===== config.mk =====
export PLATFORM = sky130hd
export DESIGN_NAME = pcd_dispatch
export DESIGN_NICKNAME = d
export VERILOG_FILES = /design/src/rtl/pcd_pkg.sv /design/src/rtl/pcd_row_asm.sv /design/src/rtl/pcd_pc_track.sv /design/src/rtl/pcd_dispatch.sv
export SDC_FILE = /design/constraint.sdc
export NUM_CORES = 1
export LEC_CHECK = 0
export BUFFER_PORTS_ARGS = -buffer_cell sky130_fd_sc_hd__buf_2
export CORE_ASPECT_RATIO = 0.8
export CORE_MARGIN = 2
export CORE_UTILIZATION = 57
export DETAILED_ROUTE_END_ITERATION = 10
export PLACE_DENSITY = 0.83
export SLEW_MARGIN = 20
export SYNTH_ARGS = -nofsm -noshare
export SYNTH_HDL_FRONTEND = slang
export SYNTH_SLANG_ARGS = --single-unit

===== constraint.sdc =====
create_clock -name clk -period 6.35 [get_ports clk]
set_input_delay 1.27 -clock clk [delete_from_list [all_inputs] [get_ports clk]]
set_output_delay 1.27 -clock clk [all_outputs]
set_load 0.03 [all_outputs]

===== src/rtl/pcd_pkg.sv =====
package pcd_pkg;

   typedef enum logic [1:0] {
      ROP_NOP  = 2'b00,
      ROP_ACT  = 2'b01,
      ROP_PRE  = 2'b10,
      ROP_CONT = 2'b11
   } row_op_t;

   typedef enum logic [1:0] {
      COP_NOP = 2'b00,
      COP_RD  = 2'b01,
      COP_WR  = 2'b10,
      COP_RSV = 2'b11
   } col_op_t;

   localparam int unsigned NUM_PC = 2;

endpackage


===== src/rtl/pcd_row_asm.sv =====
module pcd_row_asm
   import pcd_pkg::*;
#(
   parameter int unsigned HW     = 8,
   parameter int unsigned BANK_W = 3,
   localparam int unsigned LO_W  = HW - 2,
   localparam int unsigned ROW_W = 2 * HW - 2
) (
   input  logic              clk,
   input  logic              rst_n,
   input  logic [HW-1:0]     rise,
   input  logic              rise_par,
   input  logic [HW-1:0]     fall,
   input  logic              fall_par,
   output logic              fire,
   output logic              fire_act,
   output logic              fire_pc,
   output logic [BANK_W-1:0] fire_bank,
   output logic [ROW_W-1:0]  fire_row,
   output logic              overlap_err,
   output logic              par_err
);

   logic              par_ok;
   row_op_t           op;
   logic              sel;
   logic [BANK_W-1:0] bank;

   logic              pend_q, pend_d;
   logic              pend_pc_q, pend_pc_d;
   logic [BANK_W-1:0] pend_bank_q, pend_bank_d;
   logic [HW-1:0]     pend_hi_q, pend_hi_d;
   logic              fresh;

   assign par_ok = ~(^{rise, rise_par}) & ~(^{fall, fall_par});
   assign op     = row_op_t'(rise[HW-1 -: 2]);
   assign sel    = rise[HW-3];
   assign bank   = rise[HW-4 -: BANK_W];

   always_comb begin
      fire        = 1'b0;
      fire_act    = 1'b0;
      fire_pc     = sel;
      fire_bank   = bank;
      fire_row    = '0;
      overlap_err = 1'b0;
      fresh       = 1'b0;
      pend_d      = pend_q;
      pend_pc_d   = pend_pc_q;
      pend_bank_d = pend_bank_q;
      pend_hi_d   = pend_hi_q;
      if (!par_ok) begin
         pend_d = 1'b0;
      end else begin
         fresh = 1'b1;
         if (pend_q) begin
            pend_d = 1'b0;
            if (op == ROP_CONT) begin
               fire      = 1'b1;
               fire_act  = 1'b1;
               fire_pc   = pend_pc_q;
               fire_bank = pend_bank_q;
               fire_row  = {pend_hi_q, rise[LO_W-1:0]};
               fresh     = 1'b0;
            end else begin
               overlap_err = 1'b1;
            end
         end
         if (fresh) begin
            case (op)
               ROP_ACT: begin
                  pend_d      = 1'b1;
                  pend_pc_d   = sel;
                  pend_bank_d = bank;
                  pend_hi_d   = fall;
               end
               ROP_PRE: fire = 1'b1;
               default: ;
            endcase
         end
      end
   end

   always_ff @(posedge clk or negedge rst_n) begin
      if (!rst_n) begin
         pend_q      <= 1'b0;
         pend_pc_q   <= 1'b0;
         pend_bank_q <= '0;
         pend_hi_q   <= '0;
         par_err     <= 1'b0;
      end else begin
         pend_q      <= pend_d;
         pend_pc_q   <= pend_pc_d;
         pend_bank_q <= pend_bank_d;
         pend_hi_q   <= pend_hi_d;
         par_err     <= ~par_ok;
      end
   end

endmodule


===== src/rtl/pcd_pc_track.sv =====
module pcd_pc_track #(
   parameter int unsigned BANK_W    = 3,
   parameter int unsigned ROW_W     = 14,
   parameter int unsigned COL_W     = 10,
   parameter int unsigned DATA_LAT  = 3,
   parameter int unsigned BURST_CYC = 2,
   localparam int unsigned NB       = 1 << BANK_W,
   localparam int unsigned SR_W     = DATA_LAT + BURST_CYC - 1
) (
   input  logic              clk,
   input  logic              rst_n,
   input  logic              row_fire,
   input  logic              row_act,
   input  logic [BANK_W-1:0] row_bank,
   input  logic [ROW_W-1:0]  row_addr,
   input  logic              col_req,
   input  logic              col_wr,
   input  logic [BANK_W-1:0] col_bank,
   input  logic [COL_W-1:0]  col_addr,
   output logic              col_err,
   output logic              o_row_vld,
   output logic              o_row_act,
   output logic [BANK_W-1:0] o_row_bank,
   output logic [ROW_W-1:0]  o_row_addr,
   output logic              o_col_vld,
   output logic              o_col_wr,
   output logic [BANK_W-1:0] o_col_bank,
   output logic [COL_W-1:0]  o_col_addr,
   output logic [ROW_W-1:0]  o_col_row,
   output logic              dvalid
);

   logic [NB-1:0]            open_vld;
   logic [NB-1:0][ROW_W-1:0] open_row;
   logic                     col_ok;
   logic [SR_W-1:0]          win_sr;

   assign col_ok  = col_req &  open_vld[col_bank];
   assign col_err = col_req & ~open_vld[col_bank];

   always_ff @(posedge clk or negedge rst_n) begin
      if (!rst_n) begin
         o_row_vld  <= 1'b0;
         o_row_act  <= 1'b0;
         o_row_bank <= '0;
         o_row_addr <= '0;
         o_col_vld  <= 1'b0;
         o_col_wr   <= 1'b0;
         o_col_bank <= '0;
         o_col_addr <= '0;
         o_col_row  <= '0;
      end else begin
         o_row_vld  <= row_fire;
         o_row_act  <= row_fire & row_act;
         o_row_bank <= row_bank;
         o_row_addr <= row_addr;
         o_col_vld  <= col_ok;
         o_col_wr   <= col_wr;
         o_col_bank <= col_bank;
         o_col_addr <= col_addr;
         o_col_row  <= open_row[col_bank];
      end
   end

   for (genvar b = 0; b < NB; b++) begin : g_bank
      always_ff @(posedge clk or negedge rst_n) begin
         if (!rst_n) begin
            open_vld[b] <= 1'b0;
            open_row[b] <= '0;
         end else if (row_fire && row_bank == BANK_W'(b)) begin
            open_vld[b] <= row_act;
            if (row_act) open_row[b] <= row_addr;
         end
      end
   end

   if (SR_W == 1) begin : g_win_short
      always_ff @(posedge clk or negedge rst_n) begin
         if (!rst_n) win_sr <= '0;
         else        win_sr <= o_col_vld;
      end
   end else begin : g_win_long
      always_ff @(posedge clk or negedge rst_n) begin
         if (!rst_n) win_sr <= '0;
         else        win_sr <= {win_sr[SR_W-2:0], o_col_vld};
      end
   end

   assign dvalid = |win_sr[DATA_LAT-1 +: BURST_CYC];

endmodule


===== src/rtl/pcd_dispatch.sv =====
module pcd_dispatch
   import pcd_pkg::*;
#(
   parameter int unsigned HW        = 8,
   parameter int unsigned BANK_W    = 3,
   parameter int unsigned BURST_LEN = 4,
   parameter int unsigned DATA_LAT  = 3,
   localparam int unsigned ROW_W     = 2 * HW - 2,
   localparam int unsigned COL_W     = 2 * HW - 3 - BANK_W,
   localparam int unsigned BURST_CYC = BURST_LEN / 2
) (
   input  logic                             clk,
   input  logic                             rst_n,
   input  logic [HW-1:0]                    row_rise,
   input  logic                             row_rise_par,
   input  logic [HW-1:0]                    row_fall,
   input  logic                             row_fall_par,
   input  logic [HW-1:0]                    col_rise,
   input  logic                             col_rise_par,
   input  logic [HW-1:0]                    col_fall,
   input  logic                             col_fall_par,
   output logic [NUM_PC-1:0]                pc_row_vld,
   output logic [NUM_PC-1:0]                pc_row_act,
   output logic [NUM_PC-1:0][BANK_W-1:0]    pc_row_bank,
   output logic [NUM_PC-1:0][ROW_W-1:0]     pc_row_addr,
   output logic [NUM_PC-1:0]                pc_col_vld,
   output logic [NUM_PC-1:0]                pc_col_wr,
   output logic [NUM_PC-1:0][BANK_W-1:0]    pc_col_bank,
   output logic [NUM_PC-1:0][COL_W-1:0]     pc_col_addr,
   output logic [NUM_PC-1:0][ROW_W-1:0]     pc_col_row,
   output logic [NUM_PC-1:0]                pc_dvalid,
   output logic                             row_par_err,
   output logic                             col_par_err,
   output logic                             proto_err
);

   if (BURST_LEN != 4) begin : g_bad_burst
      $error("pcd_dispatch: burst length must be 4 in pseudo-channel mode");
   end
   if (HW < BANK_W + 4) begin : g_bad_width
      $error("pcd_dispatch: half-word too narrow for opcode, select and bank");
   end
   if (DATA_LAT < 1) begin : g_bad_lat
      $error("pcd_dispatch: DATA_LAT must be at least 1");
   end

   logic              r_fire, r_act, r_pc, r_ovl;
   logic [BANK_W-1:0] r_bank;
   logic [ROW_W-1:0]  r_row;

   pcd_row_asm #(.HW(HW), .BANK_W(BANK_W)) i_row_asm (
      .clk        (clk),
      .rst_n      (rst_n),
      .rise       (row_rise),
      .rise_par   (row_rise_par),
      .fall       (row_fall),
      .fall_par   (row_fall_par),
      .fire       (r_fire),
      .fire_act   (r_act),
      .fire_pc    (r_pc),
      .fire_bank  (r_bank),
      .fire_row   (r_row),
      .overlap_err(r_ovl),
      .par_err    (row_par_err)
   );

   logic              c_par_ok, c_go, c_wr, c_sel;
   col_op_t           c_op;
   logic [BANK_W-1:0] c_bank;
   logic [COL_W-1:0]  c_addr;
   logic [NUM_PC-1:0] c_err;

   assign c_par_ok = ~(^{col_rise, col_rise_par}) & ~(^{col_fall, col_fall_par});
   assign c_op     = col_op_t'(col_rise[HW-1 -: 2]);
   assign c_go     = c_par_ok & ((c_op == COP_RD) | (c_op == COP_WR));
   assign c_wr     = (c_op == COP_WR);
   assign c_sel    = col_rise[HW-3];
   assign c_bank   = col_rise[HW-4 -: BANK_W];
   assign c_addr   = {col_rise[HW-4-BANK_W:0], col_fall};

   for (genvar p = 0; p < NUM_PC; p++) begin : g_pc
      localparam logic SEL = 1'(p);
      pcd_pc_track #(
         .BANK_W   (BANK_W),
         .ROW_W    (ROW_W),
         .COL_W    (COL_W),
         .DATA_LAT (DATA_LAT),
         .BURST_CYC(BURST_CYC)
      ) i_track (
         .clk       (clk),
         .rst_n     (rst_n),
         .row_fire  (r_fire & (r_pc == SEL)),
         .row_act   (r_act),
         .row_bank  (r_bank),
         .row_addr  (r_row),
         .col_req   (c_go & (c_sel == SEL)),
         .col_wr    (c_wr),
         .col_bank  (c_bank),
         .col_addr  (c_addr),
         .col_err   (c_err[p]),
         .o_row_vld (pc_row_vld[p]),
         .o_row_act (pc_row_act[p]),
         .o_row_bank(pc_row_bank[p]),
         .o_row_addr(pc_row_addr[p]),
         .o_col_vld (pc_col_vld[p]),
         .o_col_wr  (pc_col_wr[p]),
         .o_col_bank(pc_col_bank[p]),
         .o_col_addr(pc_col_addr[p]),
         .o_col_row (pc_col_row[p]),
         .dvalid    (pc_dvalid[p])
      );
   end

   always_ff @(posedge clk or negedge rst_n) begin
      if (!rst_n) begin
         col_par_err <= 1'b0;
         proto_err   <= 1'b0;
      end else begin
         col_par_err <= ~c_par_ok;
         proto_err   <= r_ovl | (|c_err);
      end
   end

endmodule


Yosys cells after proc, flatten, opt, wreduce, memory -nomap -nowiden
Cells that the tools add are included.
{"block": "totals", "elab_cells": 164, "out_inout_bits": 101, "ff_bits": 329, "inputBits": 38}
{"block": "classes", "bitwise": 25, "n_eq_ne": 12, "order_cmp": 1, "n_mux": 31, "reduce_logical": 41}
{"cell": "$bmux W14 S3", "count": 2}
{"cell": "$mux W14", "count": 5}
{"cell": "$reduce_xor A9 Y1", "count": 4}
{"cell": "$reduce_and A2 Y1", "count": 16}
{"cell": "$mux W1", "count": 19}
{"cell": "$logic_and A1 B1 Y1", "count": 16}
{"cell": "$and A1 B1 Y1", "count": 13}
{"cell": "$eq A3 B3 Y1 const B", "count": 4}
{"cell": "$not A1 Y1", "count": 10}
{"cell": "$mux W3", "count": 3}
{"cell": "$bmux W1 S3", "count": 2}
{"cell": "$eq A2 B2 Y1 const B", "count": 3}
{"cell": "$eq A3 B2 Y1 const B", "count": 2}
{"cell": "$reduce_or A2 Y1", "count": 3}
{"cell": "$eq A2 B1 Y1 const B", "count": 2}
{"cell": "$lt A3 B4 Y1 const B", "count": 1}
{"cell": "$eq A3 B1 Y1 const B", "count": 1}
{"cell": "$logic_not A3 Y1", "count": 1}
{"cell": "$reduce_and A3 Y1", "count": 1}
{"cell": "$or A1 B1 Y1", "count": 2}

Longest topological paths before layout
{"block": "depth", "depth_word": 9, "mapped_depth": 10, "depth_no_buf": 6}

Hierarchy
From an unflattened synthesis, not the netlist that was laid out.
{"block": "unflattened", "hier_cells": 877, "area_unflattened_um2": 14736.6}
{"module": "pcd_pc_track", "cells_per_inst": 391, "area_each_um2": 6792.8, "seq_area_each_um2": 4304.1, "instances": 2}
{"module": "pcd_row_asm", "cells_per_inst": 71, "area_each_um2": 887.1, "seq_area_each_um2": 350.3, "instances": 1}
{"module": "pcd_dispatch", "cells_per_inst": 24, "area_each_um2": 264.0, "seq_area_each_um2": 50.0, "instances": 1}

Worst setup path before layout
No wires, ideal clock.
{"block": "synth_path", "path_kind": "input -> register", "start": "in row_fall[4]", "end": "reg g_pc[1].i_track.open_row[102] (netlist bit)", "setup_ps": 125, "required_ps": 6225, "t_arrival_ps": 3310, "n_path_buf": 2, "stages": 8, "slack_ps": 2915, "path_cell_list": "xor2_1 > xnor3_1 > xnor2_2 > nand3_2 > buf_6 > nor3_4 > buf_6 > mux2_2"}
{"block": "synth_between", "elab_chain_len": 7, "elab_cells_between_ends": 12, "classes_between": "eq/ne: 1; mux: 5; bitwise: 3; reduce/logical: 3"}
{"element": "start, declared", "line": "pcd_dispatch.sv:16", "rtl": "input logic [HW-1:0] row_fall,"}
{"element": "$reduce_xor A9 Y1 *", "line": "pcd_row_asm.sv:35", "rtl": "assign par_ok = ~(^{rise, rise_par}) & ~(^{fall, fall_par});"}
{"element": "$not A1 Y1 *", "line": "pcd_row_asm.sv:35"}
{"element": "$and A1 B1 Y1 *", "line": "pcd_row_asm.sv:35"}
{"element": "$mux W3 or $mux W1 (tied branches)", "line": "pcd_row_asm.sv:52", "rtl": "if (!par_ok) begin"}
{"element": "$eq A3 B3 Y1 or $and A1 B1 Y1 (tied branches)", "line": "pcd_pc_track.sv:70, pcd_dispatch.sv:92"}
{"element": "$logic_and A1 B1 Y1", "line": "pcd_pc_track.sv:70", "rtl": "end else if (row_fire && row_bank == BANK_W'(b)) begin"}
{"element": "$reduce_and A2 Y1 (no line)"}
{"element": "end signal, assigned by index", "line": "pcd_pc_track.sv:72", "rtl": "if (row_act) open_row[b] <= row_addr;"}
{"element": "end, declared", "line": "pcd_pc_track.sv:34", "rtl": "logic [NB-1:0][ROW_W-1:0] open_row;"}
Mark *: on every way between the ends. The rest lies on a longest branch, timed or not.
A chain may end at the register's enable or synchronous reset.

Worst setup path after layout
{"block": "layout_path", "start": "in row_rise[4]", "end": "reg g_pc[1].i_track.open_row[8] (netlist bit)"}
{"block": "layout_between", "elab_chain_len": 7, "elab_cells_between_ends": 14, "classes_between": "mux: 7; bitwise: 3; reduce/logical: 4"}
{"element": "start, declared", "line": "pcd_dispatch.sv:14", "rtl": "input logic [HW-1:0] row_rise,"}
{"element": "$reduce_xor A9 Y1", "line": "pcd_row_asm.sv:35"}
{"element": "$not A1 Y1", "line": "pcd_row_asm.sv:35"}
{"element": "$and A1 B1 Y1", "line": "pcd_row_asm.sv:35"}
{"element": "$mux W3 or $mux W1 (tied branches)", "line": "pcd_row_asm.sv:52"}
{"element": "$logic_not A3 Y1 or $and A1 B1 Y1 (tied branches)", "line": "pcd_pc_track.sv:70, pcd_dispatch.sv:92"}
{"element": "$logic_and A1 B1 Y1", "line": "pcd_pc_track.sv:70"}
{"element": "$reduce_and A2 Y1 (no line)"}
Parallel ways exist; a longest one is shown, timed or not.

==> metrics.md <==
| Metric | Value |
|---|---|
| Outcome | `finished clean` |
| Routed WL | `31.12 mm` |
| Post-synth EDFFs | `0` |
| CP required | `about 6.7 ns` |
| Total grt overflow | `0` |
| Height of the chip | `~150 um` |
| Starting Density | `57.65%` |
| Antenna-violating nets left | `0` |
| DR pass1 iterations | `5` |
| Post-detail-place hpwl | `around 19 mm` |
| Hold_buf cts | `0` |
| Via count | `~8.3k` |
| Htree depth | `2` |
| Post-cts sizing count | `0` |
| Arrival time worst endpoint | `just under 5 ns` |
| Sequential power share | `47.7%` |
| Slew headroom | `28.63%` |
| Post-layout min period | `~4.4 ns` |
| Switching Share | `about 28%` |
| Sequential area share after synthesis | `a little under three fifths` |
| Lkg Pwr | `approximately 8.3 nW` |
| Site Rows | `52` |
| Comb pwr share | `~11%` |
| GRT Util Overall | `24.01%` |
| Peak supply drop | `155.1 uV` |
| Core ar. | `25180 um^2` |
| Internal power | `3.766 mW` |
| Clock Skew | `0.02064 ns` |
| Top FF cell, synth | `dfrtp_1` |
| Mapped Area | `between 10000 and 15000 um^2` |
| Die Area | `~27000 um^2` |
| Clock sinks | `approximately 330` |
| Setup TNS | `0 ns` |
| Vias in the first global route | `roughly 8.6k` |
| CTS tree | `built` |
| Max Cap Viol | `0` |
| Distinct cells, synth | `50` |
| Count of final hold-check violations | `0` |
| Syn Nets | `between 1k and 1.5k` |
| Initial antenna violation count | `1` |
| Routed len/inst | `22.50 um` |
| Root Buffer Master | `clkbuf_16` |
| Switching pwr | `around 1.4 mW` |
| Iteration-0 DRC Markers | `between 500 and 600` |
| Final Cell Area | `around 16000 um^2` |
| Nets | `1074` |
| Fmax | `225.6 MHz` |
| Clk pwr share | `40.8%` |
| CP endpoint kind | `flop` |
| Pin count of the biggest net entering global routing | `~150` |
| RSZ-0062 raised after global routing | `false` |
| Antenna diode count | `0` |
| Synthesis-to-finish area growth | `12.14%` |
| GP Congestion | `around 0.89` |
| Register bit total from synthesis | `about 330` |
| Clock-pin slew on the worst setup and hold paths | `roughly 0.06 ns` |
| Cells after Synth | `a little under 1k` |
| PD cells | `320.0 nW/um^2` |
| Post-DP Area | `15080 um^2` |
| Clk_lat worst skew | `slightly above 0.5 ns` |
| Crit Path Max Fanout | `29` |
| # DRC | `0` |
| Die Wd | `~180 um` |
| CTS buffer count | `34` |
| Number of fill cells | `approximately 1.8k` |
| Layout cell share with drive strength beyond 1 | `about half` |
| Vias/cell | `around 6` |
| Slew @ Worst Pin | `around 1.1 ns` |
| Asr flop ratio synth | `100.0%` |
| Slew Limit Fails | `0` |
| Worst min path class | `reg -> reg` |
| Synth warn | `0` |
| I/O pins | `around 140` |
| Met3 usage | `4.611%` |
| GRT Max-Usage Layer | `met2` |
| PortBufs | `about 140` |
| Critical Setup Path Class | `in -> reg` |
| Final worst-path cycle share | `around 70%` |
| Postcts setup bufs | `0` |
| GR Layer Usage met2 | `37.44%` |
| Final setup violation count | `0` |
| Met1 global-route usage | `34.96%` |
| Syn avg cell area | `roughly 15 um^2` |
| Clk buf depth | `3` |
| Startpoint class of the critical path | `input port` |
| First-pass GRT wire length | `49.44 mm` |
power by group through the flow:
stage | clock [mW] | sequential [mW] | combinational (mW)
2_1_floorplan | 0 | 2.39 | 0.483
3_3_place_gp | 0 | 2.52 | 0.578
3_5_place_dp | 0 | 2.52 | 0.591
4_1_cts | 2.15 | 2.48 | 0.596
5_1_grt | 2.24 | 2.52 | 0.641
6_report | 2.13 | 2.49 | 0.596
logic make-up (layout without fill, tap and decap cells):
group,count (synthesis),after routing,share of synthesized area [%]
simple gates,107,107,4.430
buf+inv,128,221,4.715
mux,330,330,30.22
compound gates,38,38,1.646
xor+xnor,33,33,2.189
fa+ha+maj,1,1,0.08618
flops,329,329,56.71
critical path, stage by stage:
cell     delay, ns
buf_2         0.44
xnor2_1       0.17
xnor2_1       0.34
xnor2_1       0.30
nor3_4        0.71
buf_4         0.38
and3_1        0.77
mux2_2        0.41
sequential cells by signal, indices dropped and copies added (netlist names), 8 cells and up:
| name | cells |
|---|---|
| g_pc.i_track.o_col_row | 28 |
| g_pc.i_track.open_row | 224 |
| i_row_asm.pend_hi_q | 8 |
| g_pc.i_track.o_col_addr | 10 |
| g_pc.i_track.open_vld | 16 |
| g_pc.i_track.o_row_addr | 14 |
| g_pc.i_track.win_sr | 8 |
area by class of cell:
cell class / count / area (um^2) / share of cell area [%]
clock inverter: 15 / 210.2 / 1.291
inverter: 15 / 56.30 / 0.3459
clock buffer: 45 / 983.4 / 6.042
multi-input combinational: 509 / 5614 / 34.49
timing repair buffer: 146 / 775.7 / 4.766
sequential: 329 / 8233 / 50.58
tap: 324 / 405.4 / 2.490
path summary, 6_finish.rpt:
check	endpoint	cells after the start	start	slack, ns
worst max register to register	g_pc[1].i_track.open_row[8]$_DFFE_PN0P_	5	i_row_asm.pend_q$_DFF_PN0_	3.10
worst min register to register	g_pc[1].i_track.win_sr[1]$_DFF_PN0_	0	g_pc[1].i_track.win_sr[0]$_DFF_PN0_	0.35
min in group asynchronous	g_pc[0].i_track.open_row[53]$_DFFE_PN0P_	1	rst_n	0.90
worst max-delay path	g_pc[1].i_track.open_row[8]$_DFFE_PN0P_	8	row_rise[4]	1.92
worst min-delay path	g_pc[1].i_track.win_sr[1]$_DFF_PN0_	0	g_pc[1].i_track.win_sr[0]$_DFF_PN0_	0.35
max in group asynchronous	g_pc[1].i_track.o_col_row[2]$_DFF_PN0_	2	rst_n	4.16
synthesized netlist by cell type (all sizes together) (4+ instances only):
cell type	count	area (um^2)
xnor2	24	217.7
mux4	60	1351
inv	15	56.30
clkbuf	43	161.4
nor2b	5	31.28
nand2	30	112.6
nor3	7	62.56
mux2i	4	40.04
a21oi	9	45.04
nand4	8	62.56
o211ai	6	45.04
xor2	8	77.58
buf	70	466.7
nand3	13	95.09
dfrtp	329	8233
and2	15	93.84
mux2	266	2995
o21ai	9	45.04
nor2	11	41.29
layout by cell type (no fill, tap or decap), types with 8 or more instances in the layout:
cell,count
xnor2_1,23
buf_4,8
mux2_2,266
nor2_1,11
and2_1,15
nand2_1,30
o21ai_0,9
buf_2,136
clkbuf_16,35
a21oi_1,9
inv_1,15
mux4_2,60
dfrtp_1,329
layer usage:
metal | share of wire [%] | up-vias | routed length (um)
met5 | 0 | - | 0
li1 | - | 3574 | -
met1 | 44 | 4318 | 13620
met3 | 6.8 | 67 | 2104
met2 | 47 | 316 | 14540
met4 | 2.7 | 0 | 851
metrics by stage:
stage	instances	hold slack (ns)	power [mW]	setup WS [ns]	utilization [%]
after global placement	1323	0.3329	3.094	1.624	59.91
after global routing	1383	0.3644	5.402	1.695	64.65
final	1383	0.3503	5.209	1.918	64.65
after floorplan	966	0.3312	2.876	2.915	-
after CTS	1383	0.3531	5.233	1.978	64.65
after detailed placement	1323	0.3411	3.110	1.451	59.91
No activity file was read; power rests on OpenSTA's default activity.
